$ cat config.mk
export PLATFORM = sky130hd
export DESIGN_NAME = rtc_hour_counter
export DESIGN_NICKNAME = d
export VERILOG_FILES = /design/src/rtl/rtc_hr_pkg.sv /design/src/rtl/rtc_hr_mode_reg.sv /design/src/rtl/rtc_hr_next.sv /design/src/rtl/rtc_hr_store.sv /design/src/rtl/rtc_hour_counter.sv
export SDC_FILE = /design/constraint.sdc
export NUM_CORES = 1
export LEC_CHECK = 0
export ABC_AREA = 1
export BUFFER_PORTS_ARGS = -buffer_cell sky130_fd_sc_hd__buf_2
export CAP_MARGIN = 5
export CELL_PAD_IN_SITES_DETAIL_PLACEMENT = 0
export CELL_PAD_IN_SITES_GLOBAL_PLACEMENT = 1
export CORE_ASPECT_RATIO = 0.8
export CORE_MARGIN = 2
export CORE_UTILIZATION = 33
export CTS_CLUSTER_DIAMETER = 60
export CTS_CLUSTER_SIZE = 30
export DETAILED_ROUTE_END_ITERATION = 12
export PLACE_DENSITY_LB_ADDON = 0.3
export SYNTH_ARGS = -nofsm -noshare
export SYNTH_HDL_FRONTEND = slang
export SYNTH_SLANG_ARGS = --single-unit
$ cat constraint.sdc
create_clock -name clk -period 1.65 [get_ports clk]
set_input_delay 0.495 -clock clk [delete_from_list [all_inputs] [get_ports clk]]
set_output_delay 0.495 -clock clk [all_outputs]
set_load 0.02 [all_outputs]
$ cat src/rtl/rtc_hr_pkg.sv
`timescale 1ns/1ps
package rtc_hr_pkg;

   localparam int HR_BYTE_W = 8;
   localparam int BCD_DIG_W = 4;

   typedef logic [HR_BYTE_W-1:0] hr_byte_t;

   typedef struct packed {
      hr_byte_t value;
      logic     wrap;
   } hr_step_t;

   localparam hr_byte_t H24_LAST   = 8'h23;
   localparam hr_byte_t H24_FIRST  = 8'h00;
   localparam hr_byte_t H12_NIGHT  = 8'h12;
   localparam hr_byte_t H12_NOON   = 8'h32;
   localparam hr_byte_t H12_ELEVEN = 8'h11;
   localparam hr_byte_t H12_TWELVE = 8'h12;
   localparam hr_byte_t H12_ONE    = 8'h01;
   localparam hr_byte_t PM_MASK    = 8'h20;
   localparam hr_byte_t HOUR_MASK  = 8'h1F;
   localparam hr_byte_t STORE_MASK = 8'h3F;

   // two-digit BCD increment, tens digit taking the units carry
   function automatic hr_byte_t bcd_pair_inc(input hr_byte_t v);
      logic [BCD_DIG_W-1:0] units;
      logic [BCD_DIG_W-1:0] tens;
      units = v[BCD_DIG_W-1:0];
      tens  = v[HR_BYTE_W-1:BCD_DIG_W];
      if (units == 4'd9) begin
         units = 4'd0;
         tens  = tens + 4'd1;
      end else begin
         units = units + 4'd1;
      end
      return {tens, units};
   endfunction

endpackage

$ cat src/rtl/rtc_hr_mode_reg.sv
`timescale 1ns/1ps
module rtc_hr_mode_reg
   import rtc_hr_pkg::*;
#(
   parameter bit MODE_RST = 1'b0
) (
   input  logic clk,
   input  logic por_n,
   input  logic mode_wr,
   input  logic mode_sel,
   output logic mode_q
);

   always_ff @(posedge clk or negedge por_n) begin
      if (!por_n) begin
         mode_q <= MODE_RST;
      end else if (mode_wr) begin
         mode_q <= mode_sel;
      end
   end

endmodule

$ cat src/rtl/rtc_hr_next.sv
`timescale 1ns/1ps
module rtc_hr_next
   import rtc_hr_pkg::*;
#(
   parameter bit SUPPORT_12H = 1'b1
) (
   input  hr_byte_t cur,
   input  logic     mode_24h,
   output hr_step_t step
);

   hr_step_t step24;
   hr_step_t step12;

   always_comb begin
      if (cur == H24_LAST) begin
         step24.value = H24_FIRST;
         step24.wrap  = 1'b1;
      end else begin
         step24.value = bcd_pair_inc(cur);
         step24.wrap  = 1'b0;
      end
   end

   generate
      if (SUPPORT_12H) begin : g_12h
         logic     pm;
         hr_byte_t hr;
         assign pm = |(cur & PM_MASK);
         assign hr = cur & HOUR_MASK;
         always_comb begin
            step12.wrap = 1'b0;
            if (hr == H12_ELEVEN) begin
               step12.value = pm ? H12_NIGHT : H12_NOON;
               step12.wrap  = pm;
            end else if (hr == H12_TWELVE) begin
               step12.value = H12_ONE | (pm ? PM_MASK : '0);
            end else begin
               step12.value = bcd_pair_inc(hr) | (pm ? PM_MASK : '0);
            end
         end
      end else begin : g_24_only
         assign step12 = step24;
      end
   endgenerate

   assign step = (mode_24h || !SUPPORT_12H) ? step24 : step12;

endmodule

$ cat src/rtl/rtc_hr_store.sv
`timescale 1ns/1ps
module rtc_hr_store
   import rtc_hr_pkg::*;
#(
   parameter hr_byte_t RST_HOURS = 8'h12
) (
   input  logic     clk,
   input  logic     por_n,
   input  logic     tick,
   input  logic     wr_en,
   input  hr_byte_t wr_data,
   input  hr_step_t step,
   output hr_byte_t hours_q,
   output logic     carry_q
);

   always_ff @(posedge clk or negedge por_n) begin
      if (!por_n) begin
         hours_q <= RST_HOURS;
         carry_q <= 1'b0;
      end else begin
         carry_q <= 1'b0;
         if (wr_en) begin
            hours_q <= wr_data & STORE_MASK;
         end else if (tick) begin
            hours_q <= step.value;
            carry_q <= step.wrap;
         end
      end
   end

endmodule

$ cat src/rtl/rtc_hour_counter.sv
`timescale 1ns/1ps
module rtc_hour_counter
   import rtc_hr_pkg::*;
#(
   parameter int       HOUR_W      = 8,
   parameter hr_byte_t RST_HOURS   = 8'h12,
   parameter bit       SUPPORT_12H = 1'b1
) (
   input  logic              clk,
   input  logic              por_n,
   input  logic              hour_tick,
   input  logic              wr_en,
   input  logic [HOUR_W-1:0] wr_data,
   input  logic              mode_wr,
   input  logic              mode_sel,
   output logic [HOUR_W-1:0] hours_o,
   output logic              mode_o,
   output logic              day_carry
);

   generate
      if (HOUR_W != HR_BYTE_W) begin : g_bad_width
         $error("rtc_hour_counter: HOUR_W must equal the packed hours byte width");
      end
      if (RST_HOURS[7:6] != 2'b00) begin : g_bad_rst
         $error("rtc_hour_counter: RST_HOURS must keep bits 7 and 6 clear");
      end
   endgenerate

   hr_byte_t cur_q;
   hr_step_t nxt;

   rtc_hr_mode_reg #(.MODE_RST(1'b0)) mode_i (
      .clk      (clk),
      .por_n    (por_n),
      .mode_wr  (mode_wr),
      .mode_sel (mode_sel),
      .mode_q   (mode_o)
   );

   rtc_hr_next #(.SUPPORT_12H(SUPPORT_12H)) next_i (
      .cur      (cur_q),
      .mode_24h (mode_o),
      .step     (nxt)
   );

   rtc_hr_store #(.RST_HOURS(RST_HOURS)) store_i (
      .clk      (clk),
      .por_n    (por_n),
      .tick     (hour_tick),
      .wr_en    (wr_en),
      .wr_data  (wr_data),
      .step     (nxt),
      .hours_q  (cur_q),
      .carry_q  (day_carry)
   );

   assign hours_o = cur_q;

endmodule

# Word-level counts from Yosys, hierarchy flattened
# Cells that the tools add are included.
[word_totals]
word_cells = 33
output_inout_bits = 10
reg_bits = 10
[classes]
add_sub_neg = 3
muxes = 18
n_eq_ne = 5
bitwise_logic = 1
reduce_logical = 2
[ops]
columns = ["op", "n"]
rows = [
  ["2-to-1 mux 8 bit", 4],
  ["2-to-1 mux 4 bit", 7],
  ["2-to-1 mux 9 bit", 2],
  ["2-to-1 mux 6 bit", 2],
  ["equality test 5 bit (second input constant)", 2],
  ["adder 4 x 1 -> 4 bit (second input constant)", 2],
  ["equality test 8 x 6 -> 1 bit (second input constant)", 1],
  ["OR 8 bit", 1],
  ["equality test 4 bit (second input constant)", 1],
  ["inequality test 4 x 2 -> 1 bit (second input constant)", 1],
  ["2-to-1 mux 1 bit", 3],
  ["adder 1 x 1 -> 2 bit (second input constant)", 1],
  ["AND reduction 2 bit", 1],
  ["nonzero test 2 bit", 1],
]

# Logic depth before layout (Yosys ltp)
# Gate-level depths: netlist (run 1).
[logic_depth]
word_depth = 10
ltp_mapped = 11
mapped_depth_nobuf = 11

# Cells and area by module
# A second synthesis (run 1) with hierarchy kept.
[hier_totals]
hier_cells = 109
area_unflattened_um2 = 764.5
[modules_own_cells]
columns = ["module", "n_inst", "seq_area_each_um2", "area_per_inst_um2", "cells_each"]
rows = [
  ["rtc_hr_store", 1, 227.7, 411.6, 45],
  ["rtc_hr_next", 1, 0.0, 312.8, 59],
  ["rtc_hr_mode_reg", 1, 25.0, 40.0, 5],
]

# Least setup slack after synthesis (run 1)
# OpenSTA, ideal clock, no wires.
[synth_path]
kind = "reg2reg"
from = "register store_i.hours_q[4]"
to = "register store_i.hours_q[5]"
period_less_slack_ns = 1.585
stages_incl_launch_ff = 11
required_time_ns = 1.531
path_slack_ns = 0.065
arrival_ns = 1.466
setup_time_ns = 0.119
path_buffers = 0
path_cell_list = "dfstp_2 inv_1 ha_1 nand2_1 nor2_1 nand2_2 nand4_2 nand2_2 nor2_1 nand2_1 nand2_1"
[synth_between]
elab_chain_cells = 10
[synth_rtl]
columns = ["element", "line", "rtl"]
rows = [
  ["from (decl)", "rtc_hr_store.sv:13", "output hr_byte_t hours_q,"],
  ["from (signal assigned)", "rtc_hr_store.sv:24", "hours_q <= wr_data & STORE_MASK;"],
  ["from (signal assigned)", "rtc_hr_store.sv:26", "hours_q <= step.value;"],
  ["adder 1 x 1 -> 2 bit", "rtc_hr_pkg.sv:33", "tens = tens + 4'd1;"],
  ["2-to-1 mux 4 bit", "rtc_hr_pkg.sv:31", "if (units == 4'd9) begin"],
  ["2-to-1 mux 4 bit", "rtc_hr_next.sv:36", "end else if (hr == H12_TWELVE) begin"],
  ["2-to-1 mux 4 bit", "rtc_hr_next.sv:33", "if (hr == H12_ELEVEN) begin"],
  ["OR 8 bit", "rtc_hr_next.sv:39", "step12.value = bcd_pair_inc(hr) | (pm ? PM_MASK : '0);"],
  ["2-to-1 mux 8 bit", "rtc_hr_next.sv:36", ""],
  ["2-to-1 mux 8 bit", "rtc_hr_next.sv:33", ""],
  ["2-to-1 mux 9 bit", "rtc_hr_next.sv:47", "assign step = (mode_24h || !SUPPORT_12H) ? step24 : step12;"],
  ["2-to-1 mux 8 bit", "rtc_hr_store.sv:25", "end else if (tick) begin"],
  ["2-to-1 mux 8 bit", "rtc_hr_store.sv:23", "if (wr_en) begin"],
]
# Parallel ways exist; a longest one is shown, timed or not. The select of a mux whose other input is x is not followed.
# A chain may end at the register's enable or synchronous reset.

# Final worst setup path (run 1)
[layout_path]
from = "register store_i.hours_q[4]"
to = "output hours_o[4]"
[layout_rtl]
columns = ["element", "line", "rtl"]
rows = [
  ["to (decl)", "rtc_hour_counter.sv:16", "output logic [HOUR_W-1:0] hours_o,"],
]
# No word-level cell between the ends.

==> results by group, run 1 <==
CTS
  – Clk_lat worst skew: about 270 ps
  – CTS tree: done
  – CTS root buf: clkbuf_4
  – Reg clk slew, reported paths: roughly 70 ps
  – Clk sinks: 10
  – Post-cts hold buffer count: 0
  – H-Tree Depth: 1
  – Post-cts resize count: 0
  – TritonCTS Buffers: 3
  – Max Buffers Root-to-Sink: 2
  – Postcts setup bufs: 0

Place
  – Number of port buffers: 21
  – Post-Place Cell Area: 881 um^2
  – Gpl congestion: ~0.75
  – DPL Wire Length: between 1 and 1.5 mm

Setup path
  – Worst r2r path cells: 10
  – Crit path launch type: flop
  – Worst Setup EP: hours_o[4]
  – Kind of critical path: reg2out
  – Crit. End Element: output port
  – Crit. Startpoint: store_i.hours_q[4]$_DFFE_PN1P_
  – Worst R2R Setup Slack: roughly 110 ps
  – RR Endpoint: store_i.hours_q[5]$_DFFE_PN0P_
  – Worst r2r src: store_i.hours_q[4]$_DFFE_PN1P_
  – Crit path max fanout: 9
  – CP required: around 1200 ps
  – Worst EP arrival: approximately 1100 ps

Run
  – # Max-Cap Violations: 0

Floorplan
  – CORE AREA: 2120 um^2
  – Width of the die: about 56 um
  – Total die area: roughly 2600 um^2
  – Row count: 15
  – Die Y: approximately 46 um
  – Initial Utilization: approximately a third
  – IO Pins: 24

Routing
  – WL/cell: between 10 and 15 um
  – TritonRoute pass-1 iters: 4
  – WL final: ~1.9 mm
  – # DRC: 0
  – DR iter-0 viols: 9
  – Antenna-violating nets left: 0
  – Vias per std cell: around 4.9
  – Vias post-DR: ~760

Synth
  – Unique masters post-synth: 21
  – Synth area leader: dfrtp_1
  – Top FF cell, synth: dfrtp_1
  – Seq/Total Area, Yosys: 35.0%
  – Post-synth top cells: nand2_1 (31), inv_1 (12), dfrtp_1 (8), nand3_1 (8), nor2_1 (8)
  – Top cells by area, synth: dfrtp_1 (28%), nand2_1 (16%), dfstp_2 (7.3%)
  – FFs w/ async S/R, synth: 100%
  – Count leader, synth: nand2_1
  – Yosys top cell area share: 27.7%
  – Post-synth EDFFs: 0
  – Post-Syn Area: slightly above 700 um^2
  – FF+latch count, synth: 10
  – Synth warn: 0
  – Post-Synthesis Net Count: 120
  – Synth Instances: ~100
  – Mean post-synth cell area: roughly 7 um^2

Power and ir drop
  – VDD IR max: 0.383 mV
  – Leakage power: about 0.5 nW
  – PD cells: ~950 nW/um^2

Timing
  – Period minus WS final: ~1600 ps
  – Worst slew margin: 74.9%
  – RSZ-0062 raised after global routing: no
  – Worst slew pin tran: about 380 ps
  – FMAX: a little over 0.6 GHz
  – Final worst clock skew: ~5.4 ps
  – Total negative slack: 0 ps
  – Slew Viols, Final: 0
  – Crit share post-route: between 90 and 100%
  – Final setup fails: 0
  – Fin. Hold Viols: 0

Global route
  – Largest net degree at the start of global routing: 12
  – First-pass GRT wire length: 3.20 mm
  – Global route overflow: 0
  – Antenna violations before repair: 0
  – All-layer global routing usage: between 10% and 20%
  – Vias in the first global route: 707

Layout
  – Filler instances: between 200 and 250
  – Final core utilization: a little over two fifths
  – Layout cells sized above 1: between 20 and 30%
  – Design area: 920 um^2
  – Sequential cell area: 253 um^2
  – Synthesis-to-finish area growth: 27.4%
  – Ant diodes: 0
  – Nets@finish: around 150
  – Multi-input logic area: approximately 420 um^2

Run status
  – Outcome: finished, final reports clean

Worst hold path
  – Hold Crit Class: in2async
==> state kept, by name (all words and copies together), names as in the netlist <==
register         cells
store_i.hours_q      8
mode_i.mode_q        1
store_i.carry_q      1
==> area by class of cell <==
cell class                 count  area share, %
clock buffer                   4           3.95
timing repair buffer          25           15.0
sequential                    10           27.5
inverter                      12           4.90
multi-input combinational     80           45.3
tap                           25           3.40
==> per-layer routing <==
layer	vias up	GRT usage, %	share of wire (%)	routed length (um)
met5	-	0	0	0
met1	341	23.7	53	1040
met4	0	7.14	1.3	25
met3	4	2.27	3.6	70
met2	15	24.0	42	815
li1	401	-	-	-
==> placed cells by master, fill, tap and decap left out <==
cell	n
nand2_1	31
buf_2	20
inv_1	12
nor2_1	8
nand3_1	8
dfrtp_1	8
nand4_1	7
o21ai_0	7
buf_4	5
nand2_2	4
clkbuf_4	3
o21ai_1	2
xor2_1	2
a22oi_1	2
ha_1	2
dfstp_2	2
nor2_2	1
nor2_4	1
a211oi_1	1
nand4_2	1
xnor2_1	1
nor3_1	1
o211ai_1	1
clkbuf_8	1
==> cells by family after synthesis <==
kind of cell / share of synthesized area, %
DFF: 35.0
AOI/OAI and AO/OA: 10.4
adders and majority gates: 3.47
buffers and inverters: 7.28
xor gates and xnor gates: 3.64
and+or+nand+nor: 40.2
==> worst min-delay path by stage <==
stage | slack [ps] | end | cells after the start
after floorplan | 200 | mode_i.mode_q$_DFFE_PN0P_ | 0
after global placement | 370 | store_i.hours_q[0]$_DFFE_PN0P_ | 1
after detailed placement | 380 | store_i.hours_q[0]$_DFFE_PN0P_ | 1
after CTS | 90 | store_i.carry_q$_DFF_PN0_ | 1
after global routing | 90 | store_i.carry_q$_DFF_PN0_ | 1
final | 80 | store_i.carry_q$_DFF_PN0_ | 1
==> through the flow <==
step	total power, mW	hold WS [ps]	std cells	worst slack, ps
after floorplan	0.533	199	104	65.4
after detailed placement	0.649	377	152	127
after global placement	0.647	374	152	150
final	0.878	81.5	156	38.7
after global routing	0.935	94.4	156	7.21
after CTS	0.880	85.4	156	15.4
==> critical path, stage by stage (launching register included) <==
cell	delay, ps
dfstp_2	530
buf_4	160
buf_4	150
==> where the power goes <==
part	switching (mW)	internal [mW]	leakage, nW
Clock	0.0945	0.134	0.0210
Sequential	0.0431	0.283	0.123
Combinational	0.203	0.120	0.357
No activity file was read; power rests on OpenSTA's default activity.
==> inputs of run 2 (changes only) <==
Settings changed: SETUP_SLACK_MARGIN set to 0.15.
==> run 2 against run 1 <==
Against the previous run: combinational power grew 26%; sequential share of layout area shrank 2.6 points; utilization grew 5.0 points; first-iteration DRC count grew 140%; global-route usage shrank 0.55 points; cell area grew 12%; worst hold slack gained 1.0 ps; total power grew 7.7%; non-clock buffer count grew 5; clock skew shrank 2.8 ps; largest cell class unchanged; highest routed layer unchanged.
==> results by group, run 2 (synthesis results as in run 1) <==
Run status
  – Outcome: finished, final reports clean

Setup path
  – CP required: 1150 ps (about the same)
  – Crit path cell chain: buf_6 -> buf_6
  – Critical path's slowest cell: dfstp_2
  – CP delay by family, top: flip-flops
  – Worst r2r path cells: 10 (unchanged)
  – RR Endpoint: store_i.hours_q[5]$_DFFE_PN0P_
  – Most used cell, CP: buf_6
  – Crit. End Element: output port
  – Kind of critical path: reg2out
  – Crit path largest cell delay: 550 ps (+20 ps)
  – Worst EP arrival: 1020 ps (-100 ps)
  – Crit path launch type: flop
  – Crit path max fanout: 4 (-5)
  – Worst R2R Setup Slack: 220 ps (+110 ps)
  – WP buf/inv: 2 (unchanged)
  – Worst r2r src: store_i.hours_q[4]$_DFFE_PN1P_

Timing
  – Worst slew margin: 82.4% (+7.5 points)
  – Crit share post-route: 91.9% (-5.7 points)
  – Total negative slack: 0 ps (unchanged)
  – Fin. Hold Viols: 0 (unchanged)
  – Period minus WS final: 1520 ps (-94.5 ps)
  – Worst slew pin tran: 264 ps (-112 ps)
  – RSZ-0062 raised after global routing: yes
  – Slew Viols, Final: 0 (unchanged)
  – Final worst clock skew: 2.53 ps (-2.84 ps)
  – FMAX: 0.659 GHz (+6.2%)
  – Final setup fails: 0 (unchanged)

Layout
  – Layout cells sized above 1: 37.5% (+8.5 points)
  – Filler instances: 222 (-0.89%)
  – Top reg by flops: store_i.hours_q
  – Synthesis-to-finish area growth: 42.1%
  – Ant diodes: 0 (unchanged)
  – Top flop regs: store_i.hours_q: 8 flops, mode_i.mode_q: 1 flops, store_i.carry_q: 1 flops
  – Max reg flops: 8 (unchanged)
  – Nets@finish: 153 (+3.4%)
  – Commonest non-fill, non-tap cells in the layout: nand2_1 (30), buf_2 (20), inv_1 (11)
  – Cell Count, Final, Fillers Out: 161 (+3.2%)
  – Final core utilization: 48.4% (+5.0 points)
  – Commonest non-fill, non-tap cell in the layout: nand2_1

CTS
  – TritonCTS Buffers: 3 (unchanged)
  – Reg clk slew, reported paths: 70 ps (about the same)
  – Clk_lat worst skew: 260 ps (about the same)
  – Max Buffers Root-to-Sink: 2 (unchanged)
  – CTS root buf: clkbuf_4
  – Clk sinks: 10 (unchanged)
  – H-Tree Depth: 1 (unchanged)
  – CTS tree: done

Floorplan
  – Die Y: 45.8 um (unchanged)
  – Row count: 15 (unchanged)
  – IO Pins: 24 (unchanged)
  – Total die area: 2580 um^2 (unchanged)
  – Initial Utilization: 34.0% (unchanged)
  – Width of the die: 56.3 um (unchanged)
  – CORE AREA: 2120 um^2 (unchanged)

Routing
  – TritonRoute pass-1 iters: 4 (unchanged)
  – WL/cell: 11.9 um (-4.6%)
  – Vias post-DR: 779 (+2.4%)
  – # DRC: 0 (unchanged)
  – WL final: 1.92 mm (-1.6%)
  – DR iter-0 viols: 22 (+13)
  – Vias per std cell: 4.84 (-0.81%)
  – Antenna-violating nets left: 0 (unchanged)

Global route
  – Vias in the first global route: 685 (-3.1%)
  – Global route overflow: 0 (unchanged)
  – Largest net degree at the start of global routing: 12 (unchanged)
  – All-layer global routing usage: 15.7% (-0.55 points)
  – Antenna violations before repair: 0 (unchanged)
  – First-pass GRT wire length: 3.10 mm (-3.2%)

Place
  – Placed instance count: 152 (unchanged)
  – Number of port buffers: 21 (unchanged)
  – DPL Wire Length: 1.43 mm (-0.75%)
  – Gpl congestion: 0.759 (+0.94%)

Power and ir drop
  – VDD IR max: 0.468 mV (+22%)
  – Leakage power: 0.535 nW (+6.7%)
  – PD cells: 922 nW/um^2 (-3.5%)
  – Final Power: 0.946 mW (+7.7%)

Worst hold path
  – Hold Crit Class: in2async

Run
  – # Max-Cap Violations: 0 (unchanged)
==> run 2: how the worst max path moves through the flow <==
stage                              startpoint                             end  depth (start not counted)
6_report       store_i.hours_q[4]$_DFFE_PN1P_                      hours_o[4]                          2
5_1_grt        store_i.hours_q[4]$_DFFE_PN1P_                      hours_o[4]                          2
3_3_place_gp   store_i.hours_q[4]$_DFFE_PN1P_  store_i.hours_q[5]$_DFFE_PN0P_                         10
2_1_floorplan  store_i.hours_q[4]$_DFFE_PN1P_  store_i.hours_q[5]$_DFFE_PN0P_                         10
3_5_place_dp   store_i.hours_q[4]$_DFFE_PN1P_  store_i.hours_q[5]$_DFFE_PN0P_                         10
4_1_cts        store_i.hours_q[4]$_DFFE_PN1P_                      hours_o[4]                          2
==> run 2: power breakdown <==
part	total (mW)	leakage (nW)	switching [mW]	internal, mW
logic	0.407	0.393	0.241	0.166
clock network	0.220	0.0210	0.0861	0.134
registers	0.319	0.121	0.0347	0.284
total	0.946	0.535	0.362	0.584
==> run 2: area by class of cell <==
| type | instances | area [um^2] | share of cell area (%) |
|---|---|---|---|
| multi-input combinational | 80 | 475 | 46.3 |
| sequential | 10 | 255 | 24.9 |
| timing repair buffer | 30 | 183 | 17.8 |
| inverter | 12 | 45.0 | 4.39 |
| clock buffer | 4 | 36.3 | 3.54 |
| tap | 25 | 31.3 | 3.05 |
==> run 2: through the flow <==
step | hold WS [ps] | setup WS (ps) | cell area [um^2]
after global placement | 372 | 188 | 892
after detailed placement | 375 | 168 | 892
after CTS | 83.2 | 59.3 | 951
final | 82.5 | 133 | 1030
after floorplan | 199 | 118 | 733
after global routing | 94.6 | 87.7 | 1030
==> run 2: layer usage <==
metal  routed length (um)  global-route usage (%)  up-vias
met5                    0                       0        -
met4                   15                    5.71        0
li1                     -                       -      407
met3                   96                    1.99        2
met1                  986                    22.8      351
met2                  818                    24.0       19
==> run 2: what timing repair did <==
item,in CTS,in global routing
endpoints found under the hold margin,0,0
pin swaps,0,6
gates resized for setup,3,14
setup buffers,2,3
setup endpoints to repair,3,8
hold buffers,0,0
